--- src/rtl/cbp_pkg.sv ---
package cbp_pkg;
  typedef enum logic [1:0] {
    ST_IDLE  = 2'd0,
    ST_RUN   = 2'd1,
    ST_FLUSH = 2'd2
  } cbp_state_e;

  // Index of the last bit in a packing group for a width code.
  function automatic int unsigned grp_last(input logic [1:0] ew);
    return (32'd1 << ew) - 32'd1;
  endfunction
endpackage

--- src/rtl/cbp_reduce.sv ---
module cbp_reduce #(
  parameter int FBITS = 4
) (
  input  logic [FBITS-1:0] fld,
  input  logic [FBITS-1:0] mask,
  input  logic [FBITS-1:0] mode,
  input  logic             use_or,
  output logic             bit_o
);
  logic [FBITS-1:0] hit;

  for (genvar k = 0; k < FBITS; k++) begin : g_hit
    assign hit[k] = mask[k] & ~(mode[k] ^ fld[k]);
  end

  assign bit_o = use_or ? (|hit) : (&hit);
endmodule

--- src/rtl/cbp_seq.sv ---
module cbp_seq
  import cbp_pkg::*;
#(
  parameter int VLW    = 7,
  parameter int IDXW   = 6,
  parameter int FIDX_W = 6,
  parameter int RIDX_W = 5,
  parameter int POSW   = 6
) (
  input  logic              clk,
  input  logic              rst_n,
  input  logic              load,
  input  logic [VLW-1:0]    vl_q,
  input  logic [FIDX_W-1:0] src_base_q,
  input  logic              src_vec_q,
  input  logic [RIDX_W-1:0] dst_base_q,
  input  logic              dst_vec_q,
  input  logic [1:0]        ew_q,
  output logic              idle,
  output logic              busy,
  output logic              done,
  output logic              step,
  output logic              flush,
  output logic [POSW-1:0]   pos,
  output logic [FIDX_W-1:0] fld_addr,
  output logic [RIDX_W-1:0] reg_addr
);
  cbp_state_e        state_q, state_d;
  logic [IDXW-1:0]   idx_q, idx_d;
  logic [POSW-1:0]   pos_q, pos_d;
  logic [RIDX_W-1:0] roff_q, roff_d;
  logic              done_q, done_d;
  logic              last, grp_full, ctr_en;

  always_comb begin
    idle     = (state_q == ST_IDLE);
    busy     = !idle;
    step     = (state_q == ST_RUN);
    last     = (VLW'(idx_q) + VLW'(1)) == vl_q;
    grp_full = dst_vec_q && (pos_q == POSW'(grp_last(ew_q)));
    flush    = step && (last || grp_full);
    fld_addr = src_base_q + (src_vec_q ? FIDX_W'(idx_q) : FIDX_W'(0));
    reg_addr = dst_base_q + roff_q;
    pos      = pos_q;
    done     = done_q;
  end

  always_comb begin
    state_d = state_q;
    idx_d   = idx_q;
    pos_d   = pos_q;
    roff_d  = roff_q;
    done_d  = 1'b0;
    ctr_en  = 1'b0;
    unique case (state_q)
      ST_IDLE: begin
        if (load) begin
          state_d = ST_RUN;
          idx_d   = '0;
          pos_d   = '0;
          roff_d  = '0;
          ctr_en  = 1'b1;
        end
      end
      ST_RUN: begin
        ctr_en  = 1'b1;
        idx_d   = idx_q + IDXW'(1);
        pos_d   = flush ? '0 : pos_q + POSW'(1);
        roff_d  = roff_q + RIDX_W'(flush);
        if (last) state_d = ST_FLUSH;
      end
      ST_FLUSH: begin
        state_d = ST_IDLE;
        done_d  = 1'b1;
      end
      default: state_d = ST_IDLE;
    endcase
  end

  always_ff @(posedge clk or negedge rst_n) begin
    if (!rst_n) begin
      state_q <= ST_IDLE;
      done_q  <= 1'b0;
    end else begin
      state_q <= state_d;
      done_q  <= done_d;
    end
  end

  always_ff @(posedge clk or negedge rst_n) begin
    if (!rst_n) begin
      idx_q  <= '0;
      pos_q  <= '0;
      roff_q <= '0;
    end else if (ctr_en) begin
      idx_q  <= idx_d;
      pos_q  <= pos_d;
      roff_q <= roff_d;
    end
  end
endmodule

--- src/rtl/cbp_pack.sv ---
module cbp_pack #(
  parameter int XLEN   = 64,
  parameter int POSW   = 6,
  parameter int RIDX_W = 5
) (
  input  logic              clk,
  input  logic              rst_n,
  input  logic              step,
  input  logic              flush,
  input  logic              bit_i,
  input  logic [POSW-1:0]   pos,
  input  logic [RIDX_W-1:0] reg_addr,
  output logic              wr_en,
  output logic [RIDX_W-1:0] wr_addr,
  output logic [XLEN-1:0]   wr_data
);
  logic [XLEN-1:0]   acc_q, acc_d, placed;
  logic              wr_en_q;
  logic [RIDX_W-1:0] wr_addr_q;
  logic [XLEN-1:0]   wr_data_q;

  always_comb begin
    placed = acc_q | (XLEN'(bit_i) << pos);
    acc_d  = flush ? '0 : placed;
  end

  always_ff @(posedge clk or negedge rst_n) begin
    if (!rst_n) acc_q <= '0;
    else if (step) acc_q <= acc_d;
  end

  always_ff @(posedge clk or negedge rst_n) begin
    if (!rst_n) wr_en_q <= 1'b0;
    else        wr_en_q <= flush;
  end

  always_ff @(posedge clk or negedge rst_n) begin
    if (!rst_n) begin
      wr_addr_q <= '0;
      wr_data_q <= '0;
    end else if (flush) begin
      wr_addr_q <= reg_addr;
      wr_data_q <= placed;
    end
  end

  assign wr_en   = wr_en_q;
  assign wr_addr = wr_addr_q;
  assign wr_data = wr_data_q;
endmodule

--- src/rtl/cond_bit_packer.sv ---
module cond_bit_packer #(
  parameter  int XLEN    = 64,
  parameter  int VL_MAX  = 64,
  parameter  int NFIELDS = 64,
  parameter  int NREGS   = 32,
  localparam int FBITS   = 4,
  localparam int VLW     = $clog2(VL_MAX + 1),
  localparam int FIDX_W  = $clog2(NFIELDS),
  localparam int RIDX_W  = $clog2(NREGS)
) (
  input  logic              clk,
  input  logic              rst_n,
  input  logic              start,
  input  logic [VLW-1:0]    vl,
  input  logic              red_or,
  input  logic [FBITS-1:0]  cmp_mask,
  input  logic [FBITS-1:0]  cmp_mode,
  input  logic [FIDX_W-1:0] src_base,
  input  logic              src_vec,
  input  logic [RIDX_W-1:0] dst_base,
  input  logic              dst_vec,
  input  logic [1:0]        pack_ew,
  output logic [FIDX_W-1:0] fld_addr,
  input  logic [FBITS-1:0]  fld_data,
  output logic              wr_en,
  output logic [RIDX_W-1:0] wr_addr,
  output logic [XLEN-1:0]   wr_data,
  output logic              busy,
  output logic              done
);
  localparam int IDXW = $clog2(VL_MAX);
  localparam int POSW = $clog2(XLEN);

  logic              idle, load, step, flush, res_bit;
  logic [POSW-1:0]   pos;
  logic [RIDX_W-1:0] reg_addr;

  logic [VLW-1:0]    vl_q;
  logic              red_or_q, src_vec_q, dst_vec_q;
  logic [FBITS-1:0]  mask_q, mode_q;
  logic [FIDX_W-1:0] src_base_q;
  logic [RIDX_W-1:0] dst_base_q;
  logic [1:0]        ew_q;

  assign load = start && idle;

  always_ff @(posedge clk or negedge rst_n) begin
    if (!rst_n) begin
      vl_q       <= VLW'(1);
      red_or_q   <= 1'b0;
      mask_q     <= '0;
      mode_q     <= '0;
      src_base_q <= '0;
      src_vec_q  <= 1'b0;
      dst_base_q <= '0;
      dst_vec_q  <= 1'b0;
      ew_q       <= '0;
    end else if (load) begin
      vl_q       <= (vl == '0) ? VLW'(1) : vl;
      red_or_q   <= red_or;
      mask_q     <= cmp_mask;
      mode_q     <= cmp_mode;
      src_base_q <= src_base;
      src_vec_q  <= src_vec;
      dst_base_q <= dst_base;
      dst_vec_q  <= dst_vec;
      ew_q       <= pack_ew;
    end
  end

  cbp_seq #(
    .VLW(VLW), .IDXW(IDXW), .FIDX_W(FIDX_W), .RIDX_W(RIDX_W), .POSW(POSW)
  ) u_seq (
    .clk, .rst_n, .load,
    .vl_q, .src_base_q, .src_vec_q, .dst_base_q, .dst_vec_q, .ew_q,
    .idle, .busy, .done, .step, .flush, .pos,
    .fld_addr, .reg_addr
  );

  cbp_reduce #(.FBITS(FBITS)) u_red (
    .fld(fld_data), .mask(mask_q), .mode(mode_q), .use_or(red_or_q),
    .bit_o(res_bit)
  );

  cbp_pack #(.XLEN(XLEN), .POSW(POSW), .RIDX_W(RIDX_W)) u_pack (
    .clk, .rst_n, .step, .flush, .bit_i(res_bit), .pos, .reg_addr,
    .wr_en, .wr_addr, .wr_data
  );
endmodule


--- config.mk ---
export PLATFORM = sky130hd
export DESIGN_NAME = cond_bit_packer
export DESIGN_NICKNAME = d
export VERILOG_FILES = /design/src/rtl/cbp_pkg.sv /design/src/rtl/cbp_reduce.sv /design/src/rtl/cbp_seq.sv /design/src/rtl/cbp_pack.sv /design/src/rtl/cond_bit_packer.sv
export SDC_FILE = /design/constraint.sdc
export NUM_CORES = 1
export LEC_CHECK = 0
export BUFFER_PORTS_ARGS = -buffer_cell sky130_fd_sc_hd__buf_4
export CAP_MARGIN = 20
export CORE_ASPECT_RATIO = 2
export CORE_MARGIN = 2
export CORE_UTILIZATION = 40
export DETAILED_ROUTE_END_ITERATION = 8
export HOLD_SLACK_MARGIN = 0.06
export PLACE_DENSITY = 0.6
export SLEW_MARGIN = 15
export SYNTH_ARGS = -nofsm -noshare
export SYNTH_HDL_FRONTEND = slang
export SYNTH_SLANG_ARGS = --single-unit
--- constraint.sdc ---
create_clock -name clk -period 3.1 [get_ports clk]
set_input_delay 0 -clock clk [delete_from_list [all_inputs] [get_ports clk]]
set_output_delay 0 -clock clk [all_outputs]
set_load 0.03 [all_outputs]
==> results of run 1 <==
==> power by group through the flow <==
stage                     logic [µW]  registers [µW]  clock network (µW)
final                           5820            3980                2180
after floorplan                 3110            4790                   0
after global routing            6330            4110                2340
after global placement          5720            4020                   0
after CTS                       5860            3990                2240
after detailed placement        5800            4040                   0
==> logic make-up after synthesis <==
kind of cell	after synthesis
AOI/OAI and AO/OA	260
and+or+nand+nor	249
DFF	185
buffers and inverters	74
muxes	31
xor gates and xnor gates	21
adders and majority gates	15
==> sequential cells by signal, indices dropped and copies added, names as in the netlist <==
register / count
mode_q: 4
vl_q: 7
u_seq.roff_q: 5
dst_base_q: 5
u_pack.acc_q: 64
u_seq.idx_q: 6
u_pack.wr_data: 64
src_base_q: 6
u_seq.pos: 6
ew_q: 2
mask_q: 4
red_or_q: 1
u_pack.wr_en: 1
u_seq.state_q: 2
u_pack.wr_addr: 5
dst_vec_q: 1
src_vec_q: 1
u_seq.done: 1
==> final timing paths <==
path	end
min	src_base_q[1]$_DFFE_PN0P_
min in group asynchronous	vl_q[1]$_DFFE_PN0P_
min reg2reg	u_seq.done$_DFF_PN0_
max reg2reg	u_pack.wr_data[53]$_DFFE_PN0N_
max	u_pack.wr_data[53]$_DFFE_PN0N_
max in group asynchronous	u_pack.acc_q[48]$_DFFE_PN0P_
==> stage by stage <==
stage | hold WS, ns | setup WS [ns] | std cells
global placement | -0.04386 | 0.4860 | 1183
finish | 0.3050 | 0.4231 | 1250
floorplan | -0.2956 | 0.5017 | 835
global route | 0.3241 | 0.01977 | 1250
detailed placement | -0.03927 | 0.4191 | 1183
CTS | 0.2914 | 0.4054 | 1250
==> worst max-delay path, stage by stage (launching register included) <==
cell      delay [ns]
dfrtp_1         0.43
ha_1            0.24
nand3_1         0.21
a211oi_1        0.33
o211ai_1        0.23
o22ai_4         0.21
buf_12          0.32
buf_12          0.38
nor2_1          0.08
a21oi_1         0.12
==> synth_stat cells, types with 2 or more instances <==
cell / n / share of area, %
dfrtp_1: 184 / 55
nor4_1: 4 / 0.30
a21o_1: 6 / 0.54
o22ai_1: 6 / 0.45
buf_4: 10 / 0.90
o31ai_1: 2 / 0.18
a41oi_1: 2 / 0.21
nand2b_1: 4 / 0.30
fa_1: 2 / 0.48
nand3_1: 8 / 0.48
buf_2: 7 / 0.42
o211ai_1: 2 / 0.18
clkbuf_1: 29 / 1.3
a21oi_1: 134 / 8.0
buf_1: 2 / 0.090
or2_2: 2 / 0.15
and3_1: 5 / 0.37
o32ai_1: 2 / 0.21
inv_1: 15 / 0.67
and4_1: 2 / 0.21
nor2_1: 157 / 7.0
buf_6: 11 / 1.5
nor3_1: 14 / 0.84
and2_1: 10 / 0.75
a31oi_1: 72 / 5.4
mux2_2: 30 / 4.0
ha_1: 13 / 1.9
o21ai_1: 2 / 0.12
xor2_1: 4 / 0.42
xnor2_1: 15 / 1.6
o21ai_0: 21 / 1.3
nor2b_1: 3 / 0.22
nand4_1: 2 / 0.15
nand2_1: 33 / 1.5
==> layout make-up <==
cell class | count | area share [%]
flip-flops and latches | 185 | 44.33
multi-input cells | 576 | 32.15
repair buffers | 176 | 14.12
clock buffers | 21 | 4.504
well taps | 266 | 3.186
clock inverters | 11 | 1.162
inverters | 15 | 0.5391
==> per-layer routing <==
metal | wire length [µm] | vias to the layer above | global-route usage, % | part of all wire [%]
li1 | - | 3210 | - | -
met1 | 8255 | 3196 | 22.52 | 39
met2 | 11630 | 154 | 36.10 | 54
met3 | 770 | 37 | 3.947 | 3.6
met4 | 773 | 0 | 8.938 | 3.6
met5 | 0 | - | 0 | 0
==> metrics.md, run 1 <==
| Metric | Value |
|---|---|
| Post-route ant nets | 0 |
| Fin crit share | ~86% |
| Adder-cell share of the synthesized area | 2.424% |
| Most common cell after layout, fill and taps aside | dfrtp_1 |
| Area delta synth->final | 24.91% |
| PortBufs | 115 |
| Combinational power share | 48.6% |
| Reg2reg setup slack | 0.42 ns |
| CP Data Arrival Time | 3.04 ns |
| Routed via count | between 6,000 and 7,000 |
| Simple-gate portion of the synthesized area | 12.79% |
| Sw Pwr | between 5000 and 6000 µW |
| Core Util, Final | about half |
| Core Area | 20,460 µm² |
| Outcome | complete, no violations |
| Number of top-level pins | 116 |
| Largest family of logic cells by synthesized area | compound AO/OA/AOI/OAI gates |
| Max Slew Vio Count | 0 |
| Flop pwr share | 33.2% |
| # DRC | 0 |
| RSZ-0062 raised after global routing | false |
| Fmax | 0.3736 GHz |
| Clock power frac | 18.2% |
| Commonest cells after routing, fill and taps aside | 184 x dfrtp_1, 156 x nor2_1, 136 x buf_4, 134 x a21oi_1, 72 x a31oi_1 |
| WP data required | between 3 and 4 ns |
| Fill cells | 1,925 |
| DRT Wirelength | between 20 and 25 mm |
| Sequential fraction of the synthesis area | 55.38% |
| Reg2Reg Launch Point | u_seq.idx_q[0]$_DFFE_PN0P_ |
| Detail Placement HPWL | 14.51 mm |
| Post-CTS Setup Bufs | 0 |
| FF+latch area | between 4000 and 5000 µm² |
| Synth Register Bits | 185 |
| Multi-input logic area | about 3400 µm² |
| Starting density of the core | 40.86% |
| Synth Area in XOR/XNOR | 2.544% |
| Synthesized area per cell | 10.01 µm² |
| Clock tree sinks | 185 |
| Post-CTS Hold Fix Bufs | 35 |
| Number of global-route vias before repair | 6,532 |
| Kind of critical path | reg2reg |
| Cells after Synth | about 840 |
| Cts bufs inserted | 17 |
| WHS Path Cells | 4 |
| Die X | around 110 µm |
| Pin count of the biggest net entering global routing | 98 |
| Clk slew on worst S/H paths | 0.07 ns |
| Netlist cell types | 54 |
| First-pass GRT wire length | 34.52 mm |
| Number of flops mapped to enable cells by yosys | 0 |
| Die Span Y | 208.5 µm |
| Count of final setup violators | 0 |
| Net Count, Synth | 888 |
| Clock latency on the worst-skew pair | 0.44 ns |
| Worst min-delay path startpoint | src_base[1] |
| Crit-path max FO | 97 |
| Die ar. | 22,150 µm² |
| Ant diodes | 0 |
| Worst vdd ir | 0.6093 mV |
| Post-synthesis compound-gate area fraction | 17.84% |
| Sw Share | 43.40% |
| Max clock buf depth | 2 |
| Post-route cell area | around 10,000 µm² |
| Final setup TNS | 0 ns |
| Fraction of layout cells with a size suffix above 1 | 21.54% |
| Worst-margin pin slew | 0.8065 ns |
| Period minus WS final | 2.677 ns |
| Initial antenna violation count | 0 |
| Worst relative slew slack | 46.03% |
| Clock Root Buffer | clkbuf_16 |
| Gpl congestion | 0.8052 |
| Skew final | 0.007726 ns |
| LEAKAGE | 0.004755 µW |
| Ys flop type | dfrtp_1 |
| Total global-route track usage | around 20% |
| R2R cell count | 9 |
| Number of gates resized after cts | 0 |
| Synthesized cell area | around 8400 µm² |
| Post-synthesis mux area share | 4.160% |
| Share of synthesized registers carrying an async set or reset | 100.0% |
| Placed cell area | 9493 µm² |
| Grt ovf | 0 |
| CTS tree | done |
| Max H-tree Level | 4 |
| Starting DRT DRC Count | 345 |
| Yosys warns | 0 |
| Vias per cell | 5.278 |
| Crit. End Element | register |
| Power density over the cells | 1147 nW/µm² |
| Drt pass-1 iters | 5 |
| Row count | between 70 and 80 |
| Min-delay worst type | in2reg |
| Routed len/inst | 17.14 µm |
| Final Hold Vio Count | 0 |
| CP Launch Type | register |
| Cell internal pwr | 6781 µW |
| Final #Nets | 1,024 |
| Total power | 11,980 µW |
| CP Launch Point | u_seq.idx_q[0]$_DFFE_PN0P_ |
| Maxcap violations | 0 |
(Power assumes the default switching activity.)
==> inputs of run 2 (changes only) <==
--- a/config.mk
+++ b/config.mk
@@ -5,8 +5,9 @@
 export SDC_FILE = /design/constraint.sdc
 export NUM_CORES = 1
 export LEC_CHECK = 0
+export ABC_AREA = 1
 export BUFFER_PORTS_ARGS = -buffer_cell sky130_fd_sc_hd__buf_4
-export CAP_MARGIN = 20
+export CAP_MARGIN = 30
 export CORE_ASPECT_RATIO = 2
 export CORE_MARGIN = 2
 export CORE_UTILIZATION = 40
==> run 2 against run 1 <==
Compared with the run above:
- worst setup slack improved by 0.098 ns
- global-route usage grew 0.78 points
- first-iteration DRC count increased by 32%
- sequential power fell by 9.3%
- critical path depth rose by 5
- maximum frequency increased by 3.8%
- non-clock buffer count is 7 lower
==> metrics.md, run 2 <==
| Metric | Value |
|---|---|
| Core Area | 21,490 µm² (was 20,460 µm²) |
| Starting DRT DRC Count | 457 (was 345) |
| Vias per cell | 4.920 (was 5.278) |
| Routed via count | 7,415 (was 6,597) |
| Yosys warns | 0 (unchanged) |
| Reg2Reg Launch Point | u_seq.idx_q[0]$_DFFE_PN0P_ (unchanged) |
| Commonest cells after routing, fill and taps aside | 424 x nand2_1, 184 x dfrtp_1, 132 x buf_4, 112 x inv_1, 61 x o21ai_0 (was 184 x dfrtp_1, 156 x nor2_1, 136 x buf_4, 134 x a21oi_1, 72 x a31oi_1) |
| Total power | 10,480 µW (was 11,980 µW) |
| Synth Register Bits | 185 (unchanged) |
| R2R cell count | 14 (was 9) |
| CP Launch Point | u_seq.idx_q[0]$_DFFE_PN0P_ (unchanged) |
| Count of final setup violators | 0 (unchanged) |
| Fill cells | 2,165 (was 1,925) |
| Post-CTS Setup Bufs | 0 (unchanged) |
| Clock latency on the worst-skew pair | 0.44 ns (about the same) |
| CP Data Arrival Time | 2.94 ns (was 3.04 ns) |
| CP endpoint | u_seq.roff_q[4]$_DFFE_PN0P_ (was u_pack.wr_data[53]$_DFFE_PN0N_) |
| Initial antenna violation count | 0 (unchanged) |
| Die Span Y | 213.0 µm (was 208.5 µm) |
| Synthesized cell area | 8738 µm² (was 8362 µm²) |
| Ranking of synthesized cells by area | dfrtp_1 53%, nand2_1 18%, inv_1 4.8% (was dfrtp_1 55%, a21oi_1 8.0%, nor2_1 7.0%) |
| Kind of critical path | reg2reg (unchanged) |
| Row count | 76 (was 74) |
| Detail Placement HPWL | 14.84 mm (was 14.51 mm) |
| Die ar. | 23,120 µm² (was 22,150 µm²) |
| Final Hold Vio Count | 0 (unchanged) |
| Clock tree sinks | 185 (unchanged) |
| Fmax | 0.3878 GHz (was 0.3736 GHz) |
| Synth top area share | 52.69% (was 55.07%) |
| Area delta synth->final | 23.11% (was 24.91%) |
| Max clock buf depth | 2 (unchanged) |
| PortBufs | 115 (unchanged) |
| Net Count, Synth | 1,139 (was 888) |
| WP data required | 3.46 ns (about the same) |
| Placed cell area | 9859 µm² (was 9493 µm²) |
| Crit-path max FO | 7 (was 97) |
| Reg2reg setup slack | 0.52 ns (was 0.42 ns) |
| RSZ-0062 raised after global routing | false (unchanged) |
| Number of gates resized after cts | 0 (unchanged) |
| Die X | 108.5 µm (was 106.2 µm) |
| Critical R2R Capture | u_seq.roff_q[4]$_DFFE_PN0P_ (was u_pack.wr_data[53]$_DFFE_PN0N_) |
| Starting density of the core | 40.66% (was 40.86%) |
| Cell internal pwr | 5923 µW (was 6781 µW) |
| Power density over the cells | 974.5 nW/µm² (was 1147 nW/µm²) |
| Fraction of layout cells with a size suffix above 1 | 14.26% (was 21.54%) |
| Final #Nets | 1,274 (was 1,024) |
| DRT Wirelength | 22.37 mm (was 21.42 mm) |
| Multi-input logic area | 3382 µm² (was 3358 µm²) |
| Final setup TNS | 0 ns (unchanged) |
| FF+latch area | 4631 µm² (unchanged) |
| Share of synthesized registers carrying an async set or reset | 100.0% (unchanged) |
| CP Launch Type | register (unchanged) |
| Netlist cell types | 36 (was 54) |
| # DRC | 0 (unchanged) |
| Crit. End Element | register (unchanged) |
| Number of top-level pins | 116 (unchanged) |
| Sw Pwr | 4561 µW (was 5200 µW) |
| Worst-margin pin slew | 0.8796 ns (was 0.8065 ns) |
| Clock Root Buffer | clkbuf_16 (unchanged) |
| First-pass GRT wire length | 37.07 mm (was 34.52 mm) |
| Worst vdd ir | 0.5943 mV (was 0.6093 mV) |
| Sequential fraction of the synthesis area | 52.99% (was 55.38%) |
| Largest area contributor in the netlist | dfrtp_1 (unchanged) |
| Clock power frac | 20.0% (was 18.2%) |
| Core Util, Final | 50.06% (was 51.05%) |
| Min-delay worst type | in2reg (unchanged) |
| Maxcap violations | 0 (unchanged) |
| Number of flops mapped to enable cells by yosys | 0 (unchanged) |
| Worst relative slew slack | 41.36% (was 46.03%) |
| LEAKAGE | 0.005693 µW (was 0.004755 µW) |
| Post-CTS Hold Fix Bufs | 33 (was 35) |
| Post-route cell area | 10,760 µm² (was 10,450 µm²) |
| Ys flop type | dfrtp_1 (unchanged) |
| Cts bufs inserted | 17 (unchanged) |
| Skew final | 0.006525 ns (was 0.007726 ns) |
| Grt ovf | 0 (unchanged) |
| Flop pwr share | 34.4% (was 33.2%) |
| Gpl congestion | 0.8164 (was 0.8052) |
| Ant diodes | 0 (unchanged) |
| CTS tree | done (unchanged) |
| Most common cell after layout, fill and taps aside | nand2_1 (was dfrtp_1) |
| Max Slew Vio Count | 0 (unchanged) |
| Fin crit share | 83.18% (was 86.35%) |
| WHS Path Cells | 4 (unchanged) |
| Synthesized area per cell | 8.046 µm² (was 10.01 µm²) |
| Cells after Synth | 1,086 (was 835) |
| Combinational power share | 45.6% (was 48.6%) |
| Max H-tree Level | 4 (unchanged) |
| Clk slew on worst S/H paths | 0.07 ns (about the same) |
| Outcome | complete, no violations (unchanged) |
| Period minus WS final | 2.578 ns (was 2.677 ns) |
| Post-route ant nets | 0 (unchanged) |
| Routed len/inst | 14.84 µm (was 17.14 µm) |
| Drt pass-1 iters | 5 (unchanged) |
| Commonest cells in the netlist | 424 x nand2_1, 184 x dfrtp_1, 112 x inv_1 (was 184 x dfrtp_1, 157 x nor2_1, 134 x a21oi_1) |
| Number of global-route vias before repair | 7,500 (was 6,532) |
| Sw Share | 43.50% (was 43.40%) |
| Most frequent cell after synthesis | nand2_1 (was dfrtp_1) |
| Pin count of the biggest net entering global routing | 139 (was 98) |
| Total global-route track usage | 20.84% (was 20.06%) |
[run 2: cell types whose count changed after synthesis, moves of 30 or more]
cell	delta
inv_1	+97
a21oi_1	-90
nand4_1	+36
mux2_2	-30
a31oi_1	-70
nand2_1	+391
o21ai_0	+40
nor2_1	-99
[run 2: layer usage]
layer | vias up | part of all wire [%] | GRT usage (%)
met1 | 3548 | 39 | 23.31
met4 | 0 | 3.2 | 9.416
met3 | 39 | 3.5 | 3.449
met2 | 154 | 55 | 37.95
li1 | 3674 | - | -
met5 | - | 0 | 0
[run 2: area by class of cell]
class / instances / share of cell area [%]
Timing Repair Buffer: 169 / 12.97
Clock buffer: 22 / 4.408
Sequential cell: 185 / 43.04
Clock inverter: 10 / 0.8723
Tap cell: 273 / 3.175
Multi-Input combinational cell: 731 / 31.44
Inverter: 117 / 4.094
[run 2: how the worst min path moves through the flow]
stage | from | end | slack, ns
CTS | start | u_seq.state_q[0]$_DFFE_PN0P_ | 0.11
detailed placement | rst_n | mode_q[2]$_DFFE_PN0P_ | 0.19
finish | start | u_seq.state_q[0]$_DFFE_PN0P_ | 0.12
global placement | rst_n | mode_q[2]$_DFFE_PN0P_ | 0.18
global route | start | u_seq.state_q[0]$_DFFE_PN0P_ | 0.15
floorplan | rst_n | dst_base_q[0]$_DFFE_PN0P_ | -0.30
[run 2: power groups by stage]
stage	Combinational, µW	Sequential, µW	Clock, µW
floorplan	2700	4210	0
global placement	4730	3650	0
detailed placement	4770	3660	0
CTS	4850	3620	2170
global route	5370	3690	2250
finish	4780	3610	2100
[run 2: cell families (layout without fill, tap and decap cells)]
group | after synthesis | in the layout | share of synthesized area [%]
buffers and inverters | 170 | 318 | 8.362
adders and majority gates | 15 | 15 | 2.320
xor gates and xnor gates | 21 | 21 | 2.105
and+or+nand+nor | 560 | 560 | 25.97
DFF | 185 | 185 | 52.99
AOI/OAI and AO/OA | 135 | 135 | 8.247
[run 2: critical path: stages (launching register included)]
cell,delay [ns]
dfrtp_1,0.47
ha_1,0.36
xor2_1,0.15
nor2_1,0.08
nand2_1,0.06
nor3b_1,0.22
nand3_2,0.17
nand2_1,0.13
nand2_4,0.07
clkinv_2,0.07
ha_1,0.16
ha_1,0.18
nand3_1,0.10
xor2_1,0.15
o21ai_0,0.13
[run 2: through the flow]
stage / cells / hold WS (ns) / setup slack [ns]
floorplan: 1086 / -0.2956 / 0.4927
global placement: 1442 / 0.1775 / 0.5969
detailed placement: 1442 / 0.1873 / 0.5244
CTS: 1507 / 0.1094 / 0.5027
global route: 1507 / 0.1531 / 0.2415
finish: 1507 / 0.1209 / 0.5215
==> inputs of run 3 (changes only) <==
==> constraint.sdc (replaced) <==
create_clock -name clk -period 2.55 [get_ports clk]
set_input_delay 0 -clock clk [delete_from_list [all_inputs] [get_ports clk]]
set_output_delay 0 -clock clk [all_outputs]
set_load 0.03 [all_outputs]
==> run 3 against run 2 <==
Compared with the run above:
- cell count increased by 0.60%
- first-iteration DRC count decreased by 20%
- via count increased by 0.27%
- die area unchanged
- critical endpoint is now fld_addr[5]
==> metrics.md, run 3 (synthesized netlist as in run 2, its figures left out) <==
| Metric | Value |
|---|---|
| Max Slew Vio Count | 0 (unchanged) |
| CTS tree | done (unchanged) |
| Flop pwr share | 33.4% (was 34.4%) |
| Initial antenna violation count | 0 (unchanged) |
| First-pass GRT wire length | 37.40 mm (was 37.07 mm) |
| Cts bufs inserted | 17 (unchanged) |
| Clock Root Buffer | clkbuf_16 (unchanged) |
| Ant diodes | 0 (unchanged) |
| # DRC | 0 (unchanged) |
| Number of global-route vias before repair | 7,515 (was 7,500) |
| Fill cells | 2,125 (was 2,165) |
| Fin cells | 1,516 (was 1,507) |
| Routed len/inst | 14.90 µm (was 14.84 µm) |
| Worst-margin pin slew | 0.7972 ns (was 0.8796 ns) |
| Vias per cell | 4.904 (was 4.920) |
| Clk slew on worst S/H paths | 0.07 ns (about the same) |
| Count of final setup violators | 0 (unchanged) |
| Total power | 13,120 µW (was 10,480 µW) |
| Die ar. | 23,120 µm² (unchanged) |
| RSZ-0062 raised after global routing | true (was false) |
| Skew final | 0.008873 ns (was 0.006525 ns) |
| CP Launch Type | register (unchanged) |
| WP data required | 2.55 ns (was 3.46 ns) |
| FF+latch area | 4633 µm² (was 4631 µm²) |
| Core Area | 21,490 µm² (unchanged) |
| Worst vdd ir | 0.6705 mV (was 0.5943 mV) |
| Most common cell after layout, fill and taps aside | nand2_1 (unchanged) |
| Fin crit share | between 90 and 100% |
| DRT Wirelength | 22.59 mm (was 22.37 mm) |
| Multi-input logic area | 3452 µm² (was 3382 µm²) |
| Period minus WS final | 2.410 ns |
| Sw Pwr | 5661 µW (was 4561 µW) |
| Die Span Y | 213.0 µm (unchanged) |
| Total global-route track usage | 21.00% (was 20.84%) |
| Die X | 108.5 µm (unchanged) |
| Max clock buf depth | 2 (unchanged) |
| Critical Path, Cell by Cell | nand2_1 > inv_1 > ha_4 > a21oi_1 > inv_1 > a31oi_4 > nor2_1 > nor2_1 > nor2_1 > nor2_1 > xor2_1 > buf_4 (was ha_1 > xor2_1 > nor2_1 > nand2_1 > nor3b_1 > nand3_2 > nand2_1 > nand2_4 > clkinv_2 > ha_1 > ha_1 > nand3_1 > xor2_1 > o21ai_0) |
| Number of top-level pins | 116 (unchanged) |
| Sw Share | 43.14% (was 43.50%) |
| Max H-tree Level | 4 (unchanged) |
| Final #Nets | 1,283 (was 1,274) |
| Combinational power share | 45.7% (was 45.6%) |
| Drt pass-1 iters | 5 (unchanged) |
| Slowest cell on crit path | dfrtp_2 (was dfrtp_1) |
| Power density over the cells | 1199 nW/µm² (was 974.5 nW/µm²) |
| Detail Placement HPWL | 14.85 mm (was 14.84 mm) |
| LEAKAGE | 0.005767 µW (was 0.005693 µW) |
| Final setup TNS | 0 ns (unchanged) |
| Row count | 76 (unchanged) |
| Routed via count | 7,435 (was 7,415) |
| Post-route ant nets | 0 (unchanged) |
| Cell internal pwr | 7461 µW (was 5923 µW) |
| PortBufs | 115 (unchanged) |
| Worst relative slew slack | 46.66% (was 41.36%) |
| Grt ovf | 0 (unchanged) |
| Most frequent CP cell | nor2_1 (was ha_1) |
| Commonest cells after routing, fill and taps aside | 422 x nand2_1, 182 x dfrtp_1, 140 x buf_4, 112 x inv_1, 61 x o21ai_0 (was 424 x nand2_1, 184 x dfrtp_1, 132 x buf_4, 112 x inv_1, 61 x o21ai_0) |
| Fraction of layout cells with a size suffix above 1 | 16.01% (was 14.26%) |
| Kind of critical path | reg2out (was reg2reg) |
| Cell count after placement | 1,449 (was 1,442) |
| Clock tree sinks | 185 (unchanged) |
| Crit. End Element | output port (was register) |
| Max incr delay on CP | 0.46 ns (was 0.47 ns) |
| Area delta synth->final | 25.21% (was 23.11%) |
| Starting density of the core | 40.66% (unchanged) |
| Pin count of the biggest net entering global routing | 139 (unchanged) |
| Clock power frac | 20.9% (was 20.0%) |
| Starting DRT DRC Count | 367 (was 457) |
| Fmax | approximately 0.41 GHz |
| Gpl congestion | 0.7745 (was 0.8164) |
| Final Hold Vio Count | 0 (unchanged) |
| Outcome | complete, no violations (unchanged) |
| Min-delay worst type | in2async (was in2reg) |
| Crit-path max FO | 7 (unchanged) |
| CP Data Arrival Time | 2.41 ns (was 2.94 ns) |
| Clock latency on the worst-skew pair | 0.45 ns (was 0.44 ns) |
| Maxcap violations | 0 (unchanged) |
[run 3: worst max-delay path, delay by kind of cell (launching register included)]
kind / cells / cell delay (ns)
flops: 1 / 0.46
simple gates: 5 / 0.41
buf+inv: 3 / 0.34
xor+xnor: 1 / 0.18
compound gates: 2 / 0.33
fa+ha+maj: 1 / 0.24
[run 3: final cells by class]
class	instances	area share (%)
Multi-Input combinational cell	731	31.55
Inverter	117	4.025
Clock inverter	14	1.555
Clock buffer	18	4.014
Sequential cell	185	42.34
Timing Repair Buffer	178	13.39
Tap cell	273	3.122
[run 3: final timing paths]
check,startpoint,to,slack [ns],cells after the start
hold reg to reg,u_seq.state_q[0]$_DFFE_PN0P_,u_seq.done$_DFF_PN0_,0.45,1
setup reg to reg,u_seq.idx_q[2]$_DFFE_PN0P_,u_seq.roff_q[4]$_DFFE_PN0P_,0.19,15
min in group clk,cmp_mask[2],mask_q[2]$_DFFE_PN0P_,0.28,4
hold / removal,rst_n,mode_q[2]$_DFFE_PN0P_,0.15,2
max in group asynchronous,rst_n,src_vec_q$_DFFE_PN0P_,1.51,3
setup / recovery,u_seq.idx_q[2]$_DFFE_PN0P_,fld_addr[5],0.14,12
[run 3: metrics by stage]
step,hold WS [ns],setup WS (ns),instance area (µm²),utilization (%)
final,0.1512,0.1403,10940,50.91
after global routing,0.2246,-0.02846,10940,50.91
after CTS,0.1982,0.007437,10870,50.60
after detailed placement,0.1106,0.1787,9917,46.15
after global placement,0.1036,0.2525,9917,46.15
after floorplan,-0.2956,0.01166,8743,-
[run 3: per-layer routing]
| metal | wire length [µm] | up-vias | GRT usage (%) |
|---|---|---|---|
| li1 | - | 3696 | - |
| met1 | 8796 | 3580 | 23.59 |
| met2 | 12600 | 134 | 38.86 |
| met3 | 726 | 25 | 3.846 |
| met4 | 466 | 0 | 7.471 |
| met5 | 0 | - | 0 |
[run 3: power groups by stage]
| stage | clock network [µW] | registers (µW) | logic [µW] |
|---|---|---|---|
| 2_1_floorplan | 0 | 5120 | 3290 |
| 3_3_place_gp | 0 | 4400 | 5830 |
| 3_5_place_dp | 0 | 4430 | 5910 |
| 4_1_cts | 2830 | 4380 | 6000 |
| 5_1_grt | 2940 | 4480 | 6700 |
| 6_report | 2740 | 4380 | 6000 |
[run 3: timing repair]
item                       4_1_cts  5_1_grt
setup endpoints to repair        1        2
hold endpoints to repair       114        0
resized for setup                2       12
pin swaps                        0        1
buffers inserted                 0        1
hold buffers                    34        0
